$ cat src/rtl/gate_pkg.sv
package gate_pkg;
  localparam int NUM_EVT = 6;
  localparam int CODE_W  = 3;

  // index order is priority order (0 highest); code = index + 1
  localparam int IDX_EXC  = 0;
  localparam int IDX_PROT = 1;
  localparam int IDX_DBG  = 2;
  localparam int IDX_NMI  = 3;
  localparam int IDX_STEP = 4;
  localparam int IDX_MASK = 5;

  typedef enum logic [CODE_W-1:0] {
    EV_NONE = 3'd0, EV_EXC = 3'd1, EV_PROT = 3'd2, EV_DBG = 3'd3,
    EV_NMI = 3'd4, EV_STEP = 3'd5, EV_MASK = 3'd6
  } evCode_e;

  typedef struct packed {
    logic [NUM_EVT-1:0] grant;
    logic               take;
    logic               rfSet;
    logic               rfClr;
  } ctrlStb_t;
endpackage

$ cat src/rtl/gate_datapath.sv
module gate_datapath
  import gate_pkg::*;
#(
  parameter int PRIV_W = 2
) (
  input  logic               clk,
  input  logic               rstN,
  input  logic               boundary,
  input  logic               instrOk,
  input  logic               ioInstr,
  input  logic [PRIV_W-1:0]  cpl,
  input  logic [PRIV_W-1:0]  ioPriv,
  input  logic               trapEn,
  input  logic               excReq,
  input  logic               nmiReq,
  input  logic               dbgReq,
  input  logic               maskReq,
  input  ctrlStb_t           ctrl,
  output logic [NUM_EVT-1:0] effReq,
  output logic               done,
  output logic               rfBit,
  output logic               acceptStb,
  output logic [CODE_W-1:0]  eventCode,
  output logic               ioGrant
);
  logic               ioDenied;
  logic [NUM_EVT-1:0] newReq;
  logic [NUM_EVT-1:0] pend;
  logic [CODE_W-1:0]  codeNext;

  assign ioDenied = ioInstr && (cpl > ioPriv);
  assign done     = boundary && instrOk && !ioDenied;

  always_comb begin
    newReq           = '0;
    newReq[IDX_EXC]  = excReq;
    newReq[IDX_PROT] = boundary && ioDenied;
    newReq[IDX_DBG]  = dbgReq;
    newReq[IDX_NMI]  = nmiReq;
    newReq[IDX_STEP] = done && trapEn;
    newReq[IDX_MASK] = maskReq;
  end

  assign effReq = pend | newReq;

  for (genvar i = 0; i < NUM_EVT; i++) begin : g_pend
    always_ff @(posedge clk) begin
      if (!rstN) pend[i] <= 1'b0;
      else       pend[i] <= effReq[i] & ~ctrl.grant[i];
    end
  end

  always_comb begin
    codeNext = '0;
    for (int i = 0; i < NUM_EVT; i++)
      if (ctrl.grant[i]) codeNext = CODE_W'(i + 1);
  end

  always_ff @(posedge clk) begin
    if (!rstN) begin
      acceptStb <= 1'b0;
      eventCode <= '0;
      ioGrant   <= 1'b0;
      rfBit     <= 1'b0;
    end else begin
      acceptStb <= ctrl.take;
      eventCode <= codeNext;
      ioGrant   <= boundary && ioInstr && !ioDenied;
      if (ctrl.rfSet)      rfBit <= 1'b1;
      else if (ctrl.rfClr) rfBit <= 1'b0;
    end
  end
endmodule

$ cat src/rtl/gate_control.sv
module gate_control
  import gate_pkg::*;
(
  input  logic [NUM_EVT-1:0] effReq,
  input  logic               boundary,
  input  logic               done,
  input  logic               intEn,
  input  logic               rfBit,
  output ctrlStb_t           ctrl
);
  logic [NUM_EVT-1:0] elig;
  logic [NUM_EVT-1:0] grant;

  always_comb begin
    elig           = effReq;
    elig[IDX_MASK] = effReq[IDX_MASK] && intEn;
    elig[IDX_DBG]  = effReq[IDX_DBG] && !rfBit;
  end

  always_comb begin
    logic found;
    found = 1'b0;
    grant = '0;
    for (int i = 0; i < NUM_EVT; i++) begin
      if (boundary && !found && elig[i]) begin
        grant[i] = 1'b1;
        found    = 1'b1;
      end
    end
  end

  always_comb begin
    ctrl.grant = grant;
    ctrl.take  = |grant;
    ctrl.rfSet = grant[IDX_EXC] || grant[IDX_PROT];
    ctrl.rfClr = done && !(grant[IDX_EXC] || grant[IDX_PROT]);
  end
endmodule

$ cat src/rtl/event_accept_gate.sv
module event_accept_gate
  import gate_pkg::*;
#(
  parameter int PRIV_W = 2
) (
  input  logic              clk,
  input  logic              rstN,
  input  logic              boundary,
  input  logic              instrOk,
  input  logic              ioInstr,
  input  logic [PRIV_W-1:0] cpl,
  input  logic [PRIV_W-1:0] ioPriv,
  input  logic              intEn,
  input  logic              trapEn,
  input  logic              excReq,
  input  logic              nmiReq,
  input  logic              dbgReq,
  input  logic              maskReq,
  output logic              acceptStb,
  output logic [2:0]        eventCode,
  output logic              ioGrant,
  output logic              resumeBit
);
  ctrlStb_t           ctrl;
  logic [NUM_EVT-1:0] effReq;
  logic               done;

  gate_datapath #(.PRIV_W(PRIV_W)) u_dp (
    .clk(clk), .rstN(rstN), .boundary(boundary), .instrOk(instrOk),
    .ioInstr(ioInstr), .cpl(cpl), .ioPriv(ioPriv), .trapEn(trapEn),
    .excReq(excReq), .nmiReq(nmiReq), .dbgReq(dbgReq), .maskReq(maskReq),
    .ctrl(ctrl), .effReq(effReq), .done(done), .rfBit(resumeBit),
    .acceptStb(acceptStb), .eventCode(eventCode), .ioGrant(ioGrant)
  );

  gate_control u_ctl (
    .effReq(effReq), .boundary(boundary), .done(done), .intEn(intEn),
    .rfBit(resumeBit), .ctrl(ctrl)
  );
endmodule

$ cat config.mk
export PLATFORM = sky130hd
export DESIGN_NAME = event_accept_gate
export DESIGN_NICKNAME = d
export VERILOG_FILES = /design/src/rtl/gate_pkg.sv /design/src/rtl/gate_datapath.sv /design/src/rtl/gate_control.sv /design/src/rtl/event_accept_gate.sv
export SDC_FILE = /design/constraint.sdc
export NUM_CORES = 1
export LEC_CHECK = 0
export BUFFER_PORTS_ARGS = -buffer_cell sky130_fd_sc_hd__buf_2
export CORE_AREA = 2 2 39 41
export CTS_BUF_LIST = sky130_fd_sc_hd__clkbuf_16
export CTS_CLUSTER_DIAMETER = 200
export DETAILED_ROUTE_END_ITERATION = 6
export DIE_AREA = 0 0 41 43
export GPL_TIMING_DRIVEN = 0
export PLACE_DENSITY_LB_ADDON = 0.08
export SLEW_MARGIN = 5
export SYNTH_ARGS = -nofsm -noshare
export SYNTH_HDL_FRONTEND = slang
export SYNTH_SLANG_ARGS = --single-unit
$ cat constraint.sdc
create_clock -name clk -period 1.45 [get_ports clk]
set_input_delay 0.145 -clock clk [delete_from_list [all_inputs] [get_ports clk]]
set_output_delay 0.145 -clock clk [all_outputs]
set_load 0.005 [all_outputs]
; Yosys cells after proc, flatten, opt, wreduce, memory -nomap -nowiden
; Index checks and enable logic that the tools add are counted.
[totals]
latch_bits = 0
mem_bits_ro = 0
in_bits = 15
reg_bits = 12
mem_bits_rw = 0
out_inout_bits = 6
n_memories = 0
[op_classes]
n_reduce_logical = 33
muxes = 18
n_div = 0
mul = 0
bitwise_logic = 14
n_eq_ne = 0
n_lt_le_gt_ge = 1
addsub = 0
n_shift = 0
[ops]
columns = op, n
row1 = logical AND 1 bit, 21
row2 = two-way mux 1 bit, 13
row3 = two-way mux 3 bit, 3
row4 = logical NOT 1 bit, 8
row5 = NOT 1 bit, 7
row6 = AND 1 bit, 6
row7 = OR 6 bit, 1
row8 = OR reduction 6 bit, 1
row9 = two-way mux 2 bit, 2
row10 = greater-than comparator 2 bit, 1
row11 = nonzero test 2 bit, 1
row12 = OR reduction 2 bit, 1
row13 = logical OR 1 bit, 1

; Longest topological paths before layout
; Gate-level depths: netlist of the first run.
[logic_depth]
word_depth = 30
ltp_mapped = 6

; Hierarchy
; Synthesis of the first run repeated with hierarchy kept, for this count alone.
[unflattened]
cells_unflattened = 67
area_unflattened_um2 = 645.6
[by_module_without_submodules]
columns = mod, area_each_um2, cells_per_inst, instances
row1 = gate_datapath, 513.0, 51, 1
row2 = gate_control, 132.6, 16, 1

; Worst setup path after synthesis of the first run
; Ideal clock, no wire load.
[synth_path]
path_type = input to register
start = input ioPriv[1]
end = register u_dp.eventCode[0]
arrival_ps = 1241
path_buffers = 0
path_stages = 6
setup_slack_ps = 135
path_cell_list = inv_1 ha_1 nor2b_4 o211a_1 or3_1 a31oi_1
[synth_between]
elab_chain_len = 23
[synth_lines]
columns = element, line_no
row1 = from (decl), event_accept_gate.sv:12  ; input logic [PRIV_W-1:0] ioPriv,
row2 = greater-than comparator 2 bit (*), gate_datapath.sv:31  ; assign ioDenied = ioInstr && (cpl > ioPriv);
row3 = logical AND 1 bit (*), gate_datapath.sv:31
row4 = logical AND 1 bit, gate_datapath.sv:37  ; newReq[IDX_PROT] = boundary && ioDenied;
row5 = OR 6 bit (*), gate_datapath.sv:44  ; assign effReq = pend | newReq;
row6 = logical AND 1 bit, gate_control.sv:25  ; if (boundary && !found && elig[i]) begin
row7 = two-way mux 1 bit, gate_control.sv:25
row8 = logical NOT 1 bit, gate_control.sv:25
row9 = logical AND 1 bit (2 in a row), gate_control.sv:25
row10 = (+4 left out), n/a
row11 = two-way mux 1 bit, gate_control.sv:25
row12 = logical NOT 1 bit, gate_control.sv:25
row13 = logical AND 1 bit (2 in a row), gate_control.sv:25
row14 = two-way mux 1 bit, gate_control.sv:25
row15 = logical NOT 1 bit, gate_control.sv:25
row16 = logical AND 1 bit (2 in a row), gate_control.sv:25
row17 = two-way mux 1 bit, gate_control.sv:25
row18 = OR reduction 2 bit (no source line), n/a
row19 = to (signal assigned), gate_datapath.sv:67  ; eventCode <= codeNext;
row20 = to (decl), gate_datapath.sv:23  ; output logic [CODE_W-1:0] eventCode,
; Every way passes the cells marked *; elsewhere a longest branch is shown, timed or not.
; A chain may end at the register's enable or synchronous reset.

; Final worst setup path of the first run
[layout_path]
start = input cpl[1]
end = register u_dp.pend[4]
[layout_between]
elab_chain_len = 20
[layout_lines]
columns = element, line_no
row1 = from (decl), event_accept_gate.sv:11  ; input logic [PRIV_W-1:0] cpl,
row2 = greater-than comparator 2 bit (*), gate_datapath.sv:31
row3 = logical AND 1 bit (*), gate_datapath.sv:31
row4 = logical AND 1 bit, gate_datapath.sv:37
row5 = OR 6 bit (*), gate_datapath.sv:44
row6 = logical AND 1 bit, gate_control.sv:25
row7 = two-way mux 1 bit, gate_control.sv:25
row8 = logical NOT 1 bit, gate_control.sv:25
row9 = logical AND 1 bit (2 in a row), gate_control.sv:25
row10 = two-way mux 1 bit, gate_control.sv:25
row11 = logical NOT 1 bit, gate_control.sv:25
row12 = logical AND 1 bit (2 in a row), gate_control.sv:25
row13 = two-way mux 1 bit, gate_control.sv:25
row14 = logical NOT 1 bit, gate_control.sv:25
row15 = logical AND 1 bit (2 in a row), gate_control.sv:25
row16 = two-way mux 1 bit, gate_control.sv:25
row17 = NOT 1 bit, gate_datapath.sv:49  ; else pend[i] <= effReq[i] & ~ctrl.grant[i];
row18 = AND 1 bit (*), gate_datapath.sv:49
row19 = "to (signal, indexed assignment)", gate_datapath.sv:49
row20 = to (decl), gate_datapath.sv:28  ; logic [NUM_EVT-1:0] pend;
; Marks and branches as above.

==> results_dict.tcl, run 1 <==
set metrics [dict create \
    critPathKind "in2reg" \
    async_flop_share 0 \
    worstMarginPinSlew_ns 0.526 \
    yosys.cell_types.count 25 \
    grt-ovfl-total 0 \
    synthTopCellsByCount "dfxtp_1 (12), a31oi_1 (6), nor3_1 (5), o21ai_0 (5), inv_1 (4)" \
    setup_viol 0 \
    ys.flop_type "dfxtp_1" \
    cts_tree "built" \
    netlist_area_um2 547 \
    startpoint "cpl[1]" \
    firstDrtPassIters 4 \
    wl_per_cell_um 12.3 \
    p_leak_nw 0.357 \
    yosys.area.top_type "dfxtp_1" \
    route.detailed.drc 0 \
    synth_most_common_cell "dfxtp_1" \
    r2r_setup_slack_ns 0.24 \
    ys_ff_latch 12 \
    ios 21 \
    crit_end "u_dp.pend[4]" \
    die-width_um 41 \
    grt_start_max_net_pins 11 \
    max_slew_margin 0.645 \
    area_growth_pct 36.4 \
    final.setup_skew_ns 0.00186 \
    rr_endpoint "u_dp.eventCode[0]" \
    nets 102 \
    grt_pass1_vias 483 \
    critPathMaxFanout 7 \
    postRouteWirelength_mm 1.23 \
    cts_hold_buffers 0 \
    rows 14 \
    peakVddDrop_mv 0.626 \
    cts_root_buf "clkbuf_16" \
    cts-resized-gates 0 \
    core_um2 1380 \
    rr_worst_depth 4 \
    rsz0062_at_grt "no" \
    dr_total_vias 539 \
    fmax_mhz 794 \
    place_congestion 0.840 \
    syn_avg_cell_area_um2 9.11 \
    r2r_start "u_dp.rfBit" \
    post-route-period-util 0.868 \
    hold-worst-slack_ns 0.169 \
    synth_nets 77 \
    regArea_um2 240 \
    postCtsSetupBuffers 0 \
    clk_latency_ns 0.24 \
    synthTopCellsByArea "dfxtp_1 (44%), a31oi_1 (6.9%), ha_1 (4.6%), nor3_1 (4.6%), o21ai_0 (4.6%)" \
    slew_violations 0 \
    critPathCaptureType "flop" \
    dp_worst_setup_slack_ns -0.0554 \
    initial_utilization 0.395 \
    diodes 0 \
    p_per_area_nw_per_um2 1350 \
    antenna_found_initial 0 \
    track_usage 0.163 \
    crit_path_start_kind "input pin" \
    clockBufferDepth 2 \
    synth_edf_count 0 \
    die_y_um 43 \
    fill_cells 133 \
    clk_pin_slew_worst_paths_ns 0.04 \
    synthCells 60 \
    ctsHtreeMaxLevel 1 \
    critPathArrivalTime_ns 1.36 \
    drive_above_1_share 0.310 \
    synth_warnings 0 \
    drtIter0Drc 24 \
    setup_ws_ns 0.191 \
    yosysTopAreaCellShare 0.439 \
    post-route-min-period_ns 1.26 \
    hp-class "in2reg" \
    multi_input_area_um2 288 \
    cts-buffers-inserted 3 \
    clkSinkCount 12 \
    grt_pass1_wl_mm 1.92 \
    cp_data_required_time_ns 1.55 \
    synth-seq-area-share 0.439 \
    portBuffers 20 \
    drtAntennaViolNets 0 \
    die-area_um2 1760 \
    hold_violations 0 \
    viasPerCell 5.39 \
    status "completed" \
    max_cap_violations 0 \
    dp_hpwl_um 913 \
]
how the worst min path moves through the flow:
stage,start,endpoint,slack [ns],cells after the start
after floorplan,rstN,u_dp.pend[2],0.28,2
after global placement,ioInstr,u_dp.ioGrant,0.42,2
after detailed placement,ioInstr,u_dp.ioGrant,0.41,2
after CTS,ioInstr,u_dp.ioGrant,0.16,2
after global routing,ioInstr,u_dp.ioGrant,0.20,2
final,ioInstr,u_dp.ioGrant,0.17,2
registers in the layout, indices dropped and copies added (netlist names):
signal          flops
u_dp.acceptStb      1
u_dp.eventCode      3
u_dp.ioGrant        1
u_dp.pend           6
u_dp.rfBit          1
critical path: stages:
cell	delay (ns)
buf_2	0.10
ha_1	0.30
nor2b_4	0.14
o211ai_2	0.27
and2_1	0.28
a311oi_1	0.12
kinds of logic (layout without fill, tap and decap cells):
kind of cell             after synthesis  count (layout)  share of synthesized area
AND/OR/NAND/NOR                       21              21                      0.222
AO/OA/AOI/OAI                         20              20                      0.259
adder cells (fa/ha/maj)                2               2                     0.0458
buffers and inverters                  5              29                     0.0343
flip-flops                            12              12                      0.439
metrics by stage:
step / instance area (µm²) / utilization / cells / TNS, ns / power [mW]
final: 746 / 0.539 / 100 / 0 / 1.01
after global routing: 746 / 0.539 / 100 / 0 / 1.05
after detailed placement: 667 / 0.482 / 96 / -0.182 / 0.505
after floorplan: 547 / - / 60 / 0 / 0.452
after global placement: 667 / 0.482 / 96 / -0.278 / 0.505
after CTS: 746 / 0.539 / 100 / 0 / 1.02
report_power, final:
group | internal, mW | switching, mW
registers | 0.352 | 0.0104
logic | 0.0636 | 0.0754
clock network | 0.363 | 0.145
per-layer routing:
| metal | GRT usage | vias up | share of wire |
|---|---|---|---|
| li1 | - | 278 | - |
| met3 | 0.0628 | 2 | 0.067 |
| met5 | 0 | - | 0 |
| met4 | 0.0800 | 0 | 0.017 |
| met1 | 0.198 | 243 | 0.45 |
| met2 | 0.241 | 16 | 0.46 |
cells in the final DEF (no fill, tap or decap), drive strengths merged, types with 2 or more instances in the layout:
cell type,instances
a31oi,6
and2,3
and3,3
buf,20
clkbuf,4
dfxtp,12
ha,2
inv,4
nand2,2
nand3,2
nor2,2
nor3,5
o21ai,5
layout make-up:
type / instances / area share
Multi-Input combinational cell: 43 / 0.386
Clock buffer: 3 / 0.101
Buffer: 1 / 0.00503
Inverter: 4 / 0.0201
Tap cell: 16 / 0.0268
Sequential cell: 12 / 0.322
Timing Repair Buffer: 20 / 0.134
Clock inverter: 1 / 0.00503
No activity file was read; power rests on OpenSTA's default activity.
==> run 2, diff against run 1 <==
--- a/config.mk
+++ b/config.mk
@@ -6,13 +6,14 @@
 export NUM_CORES = 1
 export LEC_CHECK = 0
 export BUFFER_PORTS_ARGS = -buffer_cell sky130_fd_sc_hd__buf_2
+export CAP_MARGIN = 20
 export CORE_AREA = 2 2 39 41
 export CTS_BUF_LIST = sky130_fd_sc_hd__clkbuf_16
 export CTS_CLUSTER_DIAMETER = 200
 export DETAILED_ROUTE_END_ITERATION = 6
 export DIE_AREA = 0 0 41 43
 export GPL_TIMING_DRIVEN = 0
-export PLACE_DENSITY_LB_ADDON = 0.08
+export PLACE_DENSITY = 0.76
 export SLEW_MARGIN = 5
 export SYNTH_ARGS = -nofsm -noshare
 export SYNTH_HDL_FRONTEND = slang
==> run 2 against run 1 <==
Against the previous run: clock-buffer cell count unchanged; first-iteration DRC count grew 21%; register-to-register slack got worse by 0.02 ns; sequential share of layout area unchanged; utilization is the same; sequential power about the same; clock skew shrank 0.00064 ns; clock power shrank 1%; die area unchanged; cell area is the same; critical path depth stayed put; via count up 7.8%; critical path type unchanged.
==> results_dict.tcl, run 2 (synthesis gave the netlist of run 1 again) <==
set metrics [dict create \
    cts-resized-gates 0 \
    fmax_mhz 778 \
    viasPerCell 5.81 \
    critPathCaptureType "flop" \
    p_int_mw 0.778 \
    antenna_found_initial 0 \
    rr_endpoint "u_dp.eventCode[1]" \
    cts_tree "built" \
    switching_share 0.226 \
    final.setup_skew_ns 0.00122 \
    grt_pass1_wl_mm 2.17 \
    ctsHtreeMaxLevel 1 \
    dr_total_vias 581 \
    worstMarginPinSlew_ns 0.442 \
    hp-class "in2reg" \
    drtIter0Drc 29 \
    fill_cells 134 \
    hold-worst-slack_ns 0.209 \
    clk_latency_ns 0.24 \
    max_cap_violations 0 \
    crit_path_start_kind "input pin" \
    tns_ns 0 \
    status "completed" \
    route.detailed.drc 0 \
    cts-buffers-inserted 3 \
    fin_total_pwr_mw 1.01 \
    critPathArrivalTime_ns 1.43 \
    area_growth_pct 36.4 \
    drtAntennaViolNets 0 \
    initial_utilization 0.395 \
    p_comb_frac 0.140 \
    dp_hpwl_um 923 \
    die_y_um 43 \
    startpoint "cpl[1]" \
    p_leak_nw 0.357 \
    portBuffers 20 \
    grt_start_max_net_pins 11 \
    cts_hold_buffers 0 \
    largestRegisters "u_dp.pend (6), u_dp.eventCode (3)" \
    grt-ovfl-total 0 \
    firstDrtPassIters 4 \
    post-route-period-util 0.886 \
    die-width_um 41 \
    p_per_area_nw_per_um2 1350 \
    grt_pass1_vias 526 \
    post-route-min-period_ns 1.28 \
    largest_reg_flops 6 \
    top_register "u_dp.pend" \
    wl_per_cell_um 14.0 \
    peakVddDrop_mv 0.583 \
    critPathKind "in2reg" \
    place_congestion 0.807 \
    clk_pin_slew_worst_paths_ns 0.04 \
    rsz0062_at_grt "no" \
    cts_root_buf "clkbuf_16" \
    final_common_cell "buf_2" \
    clockPowerShare 0.498 \
    setup_viol 0 \
    r2r_start "u_dp.pend[4]" \
    clkSinkCount 12 \
    track_usage 0.182 \
    core_um2 1380 \
    clockBufferDepth 2 \
    nets 102 \
    drive_above_1_share 0.310 \
    hold_violations 0 \
    max_slew_margin 0.705 \
    rows 14 \
    final_cell_mix "buf_2 (20), dfxtp_1 (12), a31oi_1 (6)" \
    seqPwrFrac 0.362 \
    cp_data_required_time_ns 1.59 \
    ios 21 \
    r2r_setup_slack_ns 0.22 \
    crit_end "u_dp.pend[4]" \
    die-area_um2 1760 \
    postCtsSetupBuffers 0 \
    slew_violations 0 \
    diodes 0 \
    postRouteWirelength_mm 1.40 \
    p_sw_mw 0.227 \
    rr_worst_depth 3 \
    critPathMaxFanout 7 \
]
==> run 2: cell counts in the layout (fill, tap and decap cells not counted) <==
No cell type changed its count.
==> run 2: power groups by stage <==
stage	clock network (mW)	registers [mW]	logic (mW)
after floorplan	0	0.368	0.0836
after global placement	0	0.367	0.133
after detailed placement	0	0.368	0.136
after CTS	0.501	0.363	0.139
after global routing	0.518	0.366	0.157
final	0.501	0.364	0.140
==> run 2: critical path, cell delays in order <==
cell	delay [ns]
buf_2	0.10
ha_1	0.29
nor2b_4	0.14
o211ai_2	0.29
a41oi_1	0.18
a311oi_1	0.28
==> run 2: per-layer routing <==
metal  track usage  vias up  wire (µm)
met4        0.0867        0         38
met2         0.291       25        701
met1         0.223      274        579
met3        0.0314        5         82
li1              -      277          -
met5             0        -          0
==> run 2: worst min-delay path by stage <==
stage	startpoint	endpoint	slack [ns]	cells after the start
after floorplan	rstN	u_dp.pend[2]	0.28	2
after global placement	ioInstr	u_dp.ioGrant	0.42	2
after detailed placement	ioInstr	u_dp.ioGrant	0.42	2
after CTS	ioInstr	u_dp.ioGrant	0.21	2
after global routing	ioInstr	u_dp.ioGrant	0.22	2
final	ioInstr	u_dp.ioGrant	0.21	2
==> run 2: cell type report <==
| type | instances | area (µm²) | area share |
|---|---|---|---|
| clock buffers | 3 | 75.1 | 0.101 |
| repair buffers | 20 | 100 | 0.134 |
| inverters | 4 | 15.0 | 0.0201 |
| clock inverters | 1 | 3.75 | 0.00503 |
| flip-flops and latches | 12 | 240 | 0.322 |
| well taps | 16 | 20.0 | 0.0268 |
| plain buffers | 1 | 3.75 | 0.00503 |
| multi-input cells | 43 | 288 | 0.386 |
==> run 2: through the flow <==
step,instances,util,cell area [µm²],setup slack (ns)
after global routing,100,0.539,746,0.100
after floorplan,60,-,547,0.135
final,100,0.539,746,0.165
after global placement,96,0.482,667,-0.0185
after detailed placement,96,0.482,667,-0.0410
after CTS,100,0.539,746,0.171
==> run 3, diff against run 2 <==
--- a/config.mk
+++ b/config.mk
@@ -7,14 +7,14 @@
 export LEC_CHECK = 0
 export BUFFER_PORTS_ARGS = -buffer_cell sky130_fd_sc_hd__buf_2
 export CAP_MARGIN = 20
-export CORE_AREA = 2 2 39 41
+export CORE_UTILIZATION = 47
 export CTS_BUF_LIST = sky130_fd_sc_hd__clkbuf_16
 export CTS_CLUSTER_DIAMETER = 200
 export DETAILED_ROUTE_END_ITERATION = 6
-export DIE_AREA = 0 0 41 43
 export GPL_TIMING_DRIVEN = 0
-export PLACE_DENSITY = 0.76
+export PLACE_DENSITY = 0.82
 export SLEW_MARGIN = 5
 export SYNTH_ARGS = -nofsm -noshare
 export SYNTH_HDL_FRONTEND = slang
+export SYNTH_HIERARCHICAL = 1
 export SYNTH_SLANG_ARGS = --single-unit
==> run 3 against run 2 <==
Against the previous run: the run now ends with setup timing left; clock power grew 3%; cell area grew 42%; combinational power grew 87%; largest power group unchanged; synthesized cell count grew 12%; critical path depth grew 4; sequential cell count is the same; via count grew 17%; power grew 13%; sequential share of layout area shrank 9.6 points; global-route usage grew 11 points.
==> results_dict.tcl, run 3 <==
set metrics [dict create \
    status "complete, but fails checks" \
    violations "setup timing" \
    fmax_mhz 503 \
    ctsHtreeMaxLevel 1 \
    cpPeakStageDelay_ns 0.44 \
    async_flop_share 0 \
    synthTopCellsByArea "dfxtp_1 (37%), nor2b_1 (5.8%), and3b_1 (4.1%), ha_1 (3.9%), or2_2 (3.9%)" \
    post-route-min-period_ns 1.99 \
    fin_cells 119 \
    netlist_area_um2 646 \
    worstMarginPinSlew_ns 0.621 \
    use_met3 0.0809 \
    hp-class "in2reg" \
    post-route-period-util 1.37 \
    firstDrtPassIters 4 \
    crit_path_start_kind "input pin" \
    portBuffers 20 \
    dr_total_vias 682 \
    final_common_cell "buf_2" \
    route.detailed.drc 0 \
    max_slew_margin 0.585 \
    cts-buffers-inserted 3 \
    diodes 0 \
    wl_per_cell_um 18.0 \
    hold_violations 0 \
    cts_tree "built" \
    yosysTopAreaCellShare 0.372 \
    drive_above_1_share 0.562 \
    grt-ovfl-total 0 \
    setup_ws_ns -0.537 \
    die-width_um 39.1 \
    max_cap_violations 0 \
    cp_data_required_time_ns 1.58 \
    postRouteWirelength_mm 2.14 \
    grt_pass1_wl_mm 2.90 \
    grt-busiest-layer "met2" \
    synthCells 67 \
    grtUsageMet2 0.471 \
    synth_edf_count 0 \
    nets 123 \
    synth_most_common_cell "dfxtp_1" \
    critPathArrivalTime_ns 2.12 \
    synthTopCellsByCount "dfxtp_1 (12), nor2b_1 (6), inv_1 (5), or2_2 (4)" \
    clk_pin_slew_worst_paths_ns 0.05 \
    top_register "u_dp/pend" \
    rr_worst_depth 6 \
    p_per_area_nw_per_um2 1070 \
    rows 12 \
    startpoint "cpl[1]" \
    min_path_cells 2 \
    ys_ff_latch 12 \
    initial_utilization 0.544 \
    dp_hpwl_um 974 \
    yosys.cell_types.count 33 \
    antenna_found_initial 0 \
    ios 21 \
    track_usage 0.293 \
    yosys.area.top_type "dfxtp_1" \
    cts_root_buf "clkbuf_16" \
    die_y_um 39.1 \
    synth_warnings 6 \
    use_met1 0.355 \
    clkSinkCount 12 \
    drtAntennaViolNets 0 \
    place_congestion 0.774 \
    viasPerCell 5.73 \
    final.setup_skew_ns 0.00258 \
    synth-seq-area-share 0.372 \
    rsz0062_at_grt "yes" \
    cp_slowest_cell "or3b_4" \
    critPathMaxFanout 3 \
    largestRegisters "u_dp/pend (6), u_dp/eventCode (3)" \
    die-area_um2 1530 \
    clk_latency_ns 0.24 \
    rr_endpoint "u_dp/pend[4]" \
    crit_chain "buf_6 > ha_4 > nor2b_4 > o211ai_1 > nand2_1 > or3b_4 > nor4b_4 > nor2b_2 > and3_1 > a32o_1" \
    final_cell_mix "buf_2 (19), dfxtp_1 (12), buf_4 (10)" \
    r2r_setup_slack_ns -0.45 \
    grt_pass1_vias 631 \
    r2r_start "u_dp/pend[0]" \
    setup_viol 10 \
    core_um2 1190 \
    critPathCaptureType "flop" \
    hold-worst-slack_ns 0.173 \
    clockBufferDepth 2 \
    peakVddDrop_mv 0.736 \
    synth_nets 84 \
    fin_total_pwr_mw 1.14 \
    drtIter0Drc 21 \
    p_leak_nw 0.510 \
    syn_avg_cell_area_um2 9.64 \
    ys.flop_type "dfxtp_1" \
    slew_violations 0 \
    largest_reg_flops 6 \
    crit_end "u_dp/pend[4]" \
    critPathKind "in2reg" \
    grt_start_max_net_pins 11 \
    dp_cells 101 \
    final_util 0.896 \
    area_growth_pct 64.5 \
]
[run 3: cell types whose count changed in the layout (fill, tap and decap cells not counted), sizes merged, moves of 2 or more]
cell / previous run / this run
nand3: 2 / 0
buf: 20 / 35
and3b: 0 / 3
or2: 0 / 4
o21ai: 5 / 1
nand2b: 0 / 3
nor2b: 1 / 7
nor4: 0 / 2
nor3b: 0 / 2
nor3: 5 / 1
o21a: 0 / 3
a31oi: 6 / 1
[run 3: area by class of cell]
cell class,count,area (µm²)
repair buffers,34,233
well taps,14,17.5
inverters,5,21.3
clock buffers,3,75.1
clock inverters,1,3.75
multi-input cells,49,467
fillers,49,124
flip-flops and latches,12,240
plain buffers,1,5.00
[run 3: cell families (layout without fill, tap and decap cells)]
family                     Yosys count  after routing  synth area share
adders and majority gates            2              2            0.0388
DFF                                 12             12             0.372
buffers and inverters                6             44            0.0368
AOI/OAI and AO/OA                   13             13             0.161
and+or+nand+nor                     34             34             0.392
[run 3: power by group]
part / switching, mW / internal [mW]
registers: 0.00893 / 0.353
logic: 0.123 / 0.139
clock network: 0.153 / 0.364
[run 3: worst min path at each step]
stage	endpoint	start	slack (ns)
floorplan	u_dp/pend[4]	trapEn	0.31
finish	u_dp/pend[4]	trapEn	0.17
global placement	u_dp/pend[4]	trapEn	0.41
global route	u_dp/pend[4]	trapEn	0.18
CTS	u_dp/pend[4]	trapEn	0.17
detailed placement	u_dp/pend[4]	trapEn	0.42
[run 3: stage by stage]
step	worst slack (ns)	TNS (ns)	area (µm²)
final	-0.537	-4.33	1060
after global routing	-0.603	-5.03	1060
after CTS	-0.414	-2.77	1010
after detailed placement	-0.966	-5.22	800
after global placement	-0.958	-5.03	800
after floorplan	-0.669	-2.70	682
[run 3: what timing repair did]
action / CTS / global route
pin swaps: 6 / 7
setup buffers: 11 / 3
setup endpoints to repair: 7 / 10
gates resized for setup: 10 / 5
hold buffers: 0 / 0
[run 3: worst max-delay path, delay by kind of cell]
| kind | cells | cell delay [ns] |
|---|---|---|
| simple gates | 6 | 1.20 |
| compound gates | 2 | 0.46 |
| fa+ha+maj | 1 | 0.23 |
| buf+inv | 1 | 0.10 |
[run 3: metal layers]
metal / part of all wire / vias up
li1: - / 317
met1: 0.41 / 322
met2: 0.51 / 35
met3: 0.048 / 8
met4: 0.028 / 0
met5: 0 / -
